File: src/rtl/dbell_mbox_pkg.sv
`timescale 1ns/1ps
package dbell_mbox_pkg;
  localparam int DATA_W = 32;

  typedef enum logic [1:0] {
    KIND_NONE   = 2'd0,
    KIND_STATUS = 2'd1,
    KIND_SET    = 2'd2,
    KIND_CLEAR  = 2'd3
  } reg_kind_e;

  // Clear mask first, then the set mask, so a set bit wins over a clear.
  function automatic logic [DATA_W-1:0] merge_masks(
    input logic [DATA_W-1:0] cur,
    input logic [DATA_W-1:0] set_m,
    input logic [DATA_W-1:0] clr_m);
    return (cur & ~clr_m) | set_m;
  endfunction

  function automatic logic word_pending(input logic [DATA_W-1:0] w);
    return |w;
  endfunction
endpackage

File: src/rtl/dbell_addr_decode.sv
`timescale 1ns/1ps
module dbell_addr_decode
  import dbell_mbox_pkg::*;
#(
  parameter int ADDR_W     = 8,
  parameter int NUM_CHAN   = 3,
  parameter int SPAN_LOG2  = 5,
  parameter int SEC_CHAN   = 0,
  parameter int OFF_STATUS = 0,
  parameter int OFF_SET    = 8,
  parameter int OFF_CLEAR  = 16,
  localparam int CH_W      = (NUM_CHAN > 1) ? $clog2(NUM_CHAN) : 1
) (
  input  logic                req,
  input  logic                wr,
  input  logic                nonsec,
  input  logic [ADDR_W-1:0]   addr,
  output logic [CH_W-1:0]     chan_idx,
  output logic                sec_block,
  output logic                rd_status,
  output logic [NUM_CHAN-1:0] set_hit,
  output logic [NUM_CHAN-1:0] clr_hit
);
  localparam int CF_W = ADDR_W - SPAN_LOG2;

  logic [CF_W-1:0]      chan_field;
  logic [SPAN_LOG2-1:0] off_field;
  logic                 mapped;
  logic                 access_ok;
  reg_kind_e            kind;

  assign chan_field = addr[ADDR_W-1:SPAN_LOG2];
  assign off_field  = addr[SPAN_LOG2-1:0];
  assign mapped     = chan_field < CF_W'(NUM_CHAN);
  assign chan_idx   = chan_field[CH_W-1:0];

  always_comb begin
    if (off_field == SPAN_LOG2'(OFF_STATUS))     kind = KIND_STATUS;
    else if (off_field == SPAN_LOG2'(OFF_SET))   kind = KIND_SET;
    else if (off_field == SPAN_LOG2'(OFF_CLEAR)) kind = KIND_CLEAR;
    else                                         kind = KIND_NONE;
  end

  assign sec_block = req && nonsec && (chan_field == CF_W'(SEC_CHAN));
  assign access_ok = req && mapped && !sec_block;
  assign rd_status = access_ok && !wr && (kind == KIND_STATUS);

  for (genvar gi = 0; gi < NUM_CHAN; gi++) begin : g_hit
    assign set_hit[gi] = access_ok && wr && (kind == KIND_SET)
                         && (chan_field == CF_W'(gi));
    assign clr_hit[gi] = access_ok && wr && (kind == KIND_CLEAR)
                         && (chan_field == CF_W'(gi));
  end
endmodule

File: src/rtl/dbell_chan.sv
`timescale 1ns/1ps
module dbell_chan
  import dbell_mbox_pkg::*;
(
  input  logic              clk,
  input  logic              rst_n,
  input  logic              set_en,
  input  logic              clr_en,
  input  logic [DATA_W-1:0] wdata,
  output logic [DATA_W-1:0] status,
  output logic              irq
);
  logic [DATA_W-1:0] set_mask;
  logic [DATA_W-1:0] clr_mask;

  assign set_mask = set_en ? wdata : '0;
  assign clr_mask = clr_en ? wdata : '0;

  always_ff @(posedge clk) begin
    if (!rst_n) status <= '0;
    else        status <= merge_masks(status, set_mask, clr_mask);
  end

  assign irq = word_pending(status);
endmodule

File: src/rtl/dbell_mbox_regs.sv
`timescale 1ns/1ps
module dbell_mbox_regs
  import dbell_mbox_pkg::*;
#(
  parameter int ADDR_W    = 8,
  parameter int NUM_CHAN  = 3,
  parameter int SPAN_LOG2 = 5,
  parameter int SEC_CHAN  = 0
) (
  input  logic                clk,
  input  logic                rst_n,
  input  logic                bus_req,
  input  logic                bus_wr,
  input  logic                bus_nonsec,
  input  logic [ADDR_W-1:0]   bus_addr,
  input  logic [DATA_W-1:0]   bus_wdata,
  output logic [DATA_W-1:0]   bus_rdata,
  output logic                bus_err,
  output logic [NUM_CHAN-1:0] irq
);
  localparam int CH_W = (NUM_CHAN > 1) ? $clog2(NUM_CHAN) : 1;

  logic [CH_W-1:0]            chan_idx;
  logic                       sec_block;
  logic                       rd_status;
  logic [NUM_CHAN-1:0]        set_hit;
  logic [NUM_CHAN-1:0]        clr_hit;
  logic [DATA_W-1:0]          status_arr [NUM_CHAN];
  logic [NUM_CHAN*DATA_W-1:0] status_flat;
  logic [DATA_W-1:0]          rdata_d;

  dbell_addr_decode #(
    .ADDR_W(ADDR_W), .NUM_CHAN(NUM_CHAN),
    .SPAN_LOG2(SPAN_LOG2), .SEC_CHAN(SEC_CHAN)
  ) dec_i (
    .req(bus_req), .wr(bus_wr), .nonsec(bus_nonsec), .addr(bus_addr),
    .chan_idx(chan_idx), .sec_block(sec_block), .rd_status(rd_status),
    .set_hit(set_hit), .clr_hit(clr_hit)
  );

  for (genvar gc = 0; gc < NUM_CHAN; gc++) begin : g_chan
    dbell_chan chan_i (
      .clk(clk), .rst_n(rst_n),
      .set_en(set_hit[gc]), .clr_en(clr_hit[gc]),
      .wdata(bus_wdata),
      .status(status_arr[gc]), .irq(irq[gc])
    );
    assign status_flat[gc*DATA_W +: DATA_W] = status_arr[gc];
  end

  assign rdata_d = rd_status ? status_arr[chan_idx] : '0;

  always_ff @(posedge clk) begin
    if (!rst_n) begin
      bus_rdata <= '0;
      bus_err   <= 1'b0;
    end else begin
      bus_rdata <= rdata_d;
      bus_err   <= sec_block;
    end
  end
endmodule

File: config.mk
export PLATFORM = sky130hd
export DESIGN_NAME = dbell_mbox_regs
export DESIGN_NICKNAME = d
export VERILOG_FILES = /design/src/rtl/dbell_mbox_pkg.sv /design/src/rtl/dbell_addr_decode.sv /design/src/rtl/dbell_chan.sv /design/src/rtl/dbell_mbox_regs.sv
export SDC_FILE = /design/constraint.sdc
export NUM_CORES = 1
export LEC_CHECK = 0
export BUFFER_PORTS_ARGS = -buffer_cell sky130_fd_sc_hd__buf_2
export CAP_MARGIN = 20
export CORE_MARGIN = 2
export CORE_UTILIZATION = 55
export CTS_CLUSTER_SIZE = 24
export DETAILED_ROUTE_END_ITERATION = 6
export PLACE_DENSITY_LB_ADDON = 0.3
export RECOVER_POWER = 50
export SETUP_SLACK_MARGIN = 0.05
export SYNTH_ARGS = -nofsm -noshare
export SYNTH_HDL_FRONTEND = slang
export SYNTH_SLANG_ARGS = --single-unit
File: constraint.sdc
create_clock -name clk -period 1.9 [get_ports clk]
set_input_delay 0.19 -clock clk [delete_from_list [all_inputs] [get_ports clk]]
set_output_delay 0.19 -clock clk [all_outputs]
set_load 0.005 [all_outputs]
==> metrics <==
status=finished, violations left; failing checks=capacitance limit, slew limit; asr flop ratio synth=0%; total length of routed wires=19.86 mm; starting density of the core=~56%; root buffer cell=clkbuf_16; ANT cells=0; RSZ-0062 raised after global routing=yes; Register-to-Register Setup Slack=around 0.84 ns; H-tree levels=4; Worst Tran Pin Value=1.704 ns; post-synth net total=slightly above 800; max-slew violations=36; 1st-iter DRT viols=slightly below 700; Seq/Total Area, Yosys=40.67%; worst skew pair latency=around 0.42 ns; Setup crit start kind=register; port buffer count=80; row count=39; Synth area leaders=dfxtp_1, nor4_1, nand2_1; WP depth=4; HP Class=input pin to register; GRT overflow=0; min cycle time layout=1.867 ns; # setup viols final=0; first-pass GRT wire length=about 32 mm; vias per inst=~6.7; Crit. End Element=primary output; crit path max fanout=3; Synth cell types=25; via count=~6500; largest net degree at the start of global routing=roughly 130; CP bufs+invs=1; f_max=~0.54 GHz; Ports=about 80; TritonCTS Buffers=17; Die X=approximately 110 µm; CP endpoint=irq[2]; Placed Area=between 0.006 and 0.007 mm²; initial antenna violation count=0; # DRC=0; share of the synthesized area in the top cell type=approximately two fifths; clk buf depth=2; worst path cell trace=nor4_4, nand4_1, or2_4, buf_6; Core Region=between 0.01 and 0.015 mm²; worst reg2reg endpoint=bus_rdata[15]$_SDFF_PN0_; fin nets=approximately 860; syn_area_per_cell=8.099 µm²; reg2reg start=g_chan[0].chan_i.status[15]$_SDFF_PN0_; Final Hold Vio Count=0; Ys Warns=0; headroom to the max-slew limit=-13.57%; Reg clk slew, reported paths=approximately 0.06 ns; crit path from=g_chan[2].chan_i.status[10]$_SDFF_PN0_; VDD IR max=between 0.6 and 0.7 mV; PD cells=873.0 mW/mm²; max cap viols=1; #FFs+latches synth=~130; Final Cell Area=about 0.0077 mm²; Worst Skew=0.004731 ns; biggest area consumer among synthesized cells=dfxtp_1; Max stage delay on crit path=roughly 0.34 ns; setup TNS=0 ns; routed length per instance=20.39 µm; commonest cells in the netlist=nand2_1, dfxtp_1, nor4_1, o22ai_1, clkbuf_1; CP required=between 1.5 and 2 ns; critical path type=register to primary output; final period utilization=a little over nine tenths; drt pass-1 iters=6; RePlAce Congestion=a little over 0.9; EDFF count, synth=0; ANT nets after route=0; post-synthesis instance total=784; Tot Pwr=roughly 6.7 mW; slowest CP cell=dfxtp_2; family with the most delay on the worst path=simple AND/OR/NAND/NOR gates; die area=0.01242 mm²; ys flop type=dfxtp_1; Syn Std Cell Area=0.006350 mm²; Sink Count=between 100 and 150; Leakage Power=between 2 and 3 nW; Layout area overhead=21.60%; Die Y=~110 µm; Post-CTS Setup Bufs=0; hold path cells=3; ratio of cells with drive above 1 in the final layout=27.32%; most frequent cell after synthesis=nand2_1; vias in the first global route=~6400; WP data arrival=about 1.7 ns; total track usage=32.05%; DP HPWL=11.79 mm; CTS tree=done; FF-to-FF path depth=3
## worst reg2reg max path: cells and delay by family, from the launching register on
family	cells	cell delay, ns
flops	1	0.33
compound gates	1	0.28
simple gates	1	0.07
mux	1	0.26
## where the power goes
part / leakage, nW / internal, mW / total [mW] / switching [mW]
Clock: 0.313 / 2.34 / 3.54 / 1.19
Sequential: 1.04 / 2.71 / 2.71 / 0.00146
Combinational: 1.33 / 0.156 / 0.496 / 0.340
## layer usage
layer  GRT usage (%)  vias up  share of wire, %
met5               0        -                 0
met4           17.20        0               3.6
met3           6.805       59               9.8
met2           51.42      418                48
met1           40.63     3052                39
li1                -     3000                 -
## flip-flops by register name, summed over array words and instances (netlist names)
register              count
bus_err                   1
g_chan.chan_i.status     96
bus_rdata                32
## metrics by stage
step / hold slack [ns] / utilization [%] / std cells / setup WS, ns
2_1_floorplan: 0.3699 / - / 784 / 0.2131
3_3_place_gp: 0.4561 / 60.50 / 942 / 0.08537
3_5_place_dp: 0.4639 / 60.50 / 942 / 0.03876
4_1_cts: 0.09193 / 67.89 / 974 / 0.05378
5_1_grt: 0.1127 / 68.20 / 974 / 0.01195
6_report: 0.1042 / 68.20 / 974 / 0.03330
## area by class of cell
class	count	area [µm²]
multi-input cells	561	3636
fillers	875	3600
flip-flops and latches	129	2595
repair buffers	108	673.1
clock buffers	20	446.7
clock inverters	12	187.7
well taps	143	178.9
inverters	1	3.754
## worst min-delay path by stage
stage	slack (ns)	to	from
2_1_floorplan	0.37	bus_err$_SDFF_PN0_	rst_n
3_3_place_gp	0.46	g_chan[1].chan_i.status[4]$_SDFF_PN0_	g_chan[1].chan_i.status[4]$_SDFF_PN0_
3_5_place_dp	0.46	g_chan[1].chan_i.status[29]$_SDFF_PN0_	g_chan[1].chan_i.status[29]$_SDFF_PN0_
4_1_cts	0.09	g_chan[1].chan_i.status[0]$_SDFF_PN0_	bus_wdata[0]
5_1_grt	0.11	g_chan[1].chan_i.status[9]$_SDFF_PN0_	bus_wdata[9]
6_report	0.10	g_chan[1].chan_i.status[0]$_SDFF_PN0_	bus_wdata[0]
## kinds of logic after synthesis
logic type             synth area share [%]
flip-flops                            40.67
multiplexers                          5.675
AND/OR/NAND/NOR                       33.93
AO/OA/AOI/OAI                         13.60
buffers and inverters                 6.128
## timing repair
item,in CTS,in global routing
gates resized for setup,35,13
gates cloned,0,0
pin swaps,11,12
hold buffers,0,0
endpoints found under the setup margin,3,3
## placed cells by master (no fill, tap or decap), types with 2 or more instances in the layout
cell,instances
a2111o_1,2
a22oi_1,32
buf_12,6
buf_2,68
buf_4,18
buf_6,2
bufinv_16,5
clkbuf_1,14
clkbuf_16,17
clkbuf_2,2
clkinv_2,6
dfxtp_1,119
dfxtp_2,10
mux2_2,32
nand2_1,160
nand3b_1,34
nand4_1,6
nand4bb_1,2
nor2_1,34
nor2b_1,2
nor4_1,99
nor4_2,8
nor4_4,13
o22ai_1,96
or2_4,3
or3b_2,32
No activity file was read; power rests on OpenSTA's default activity.
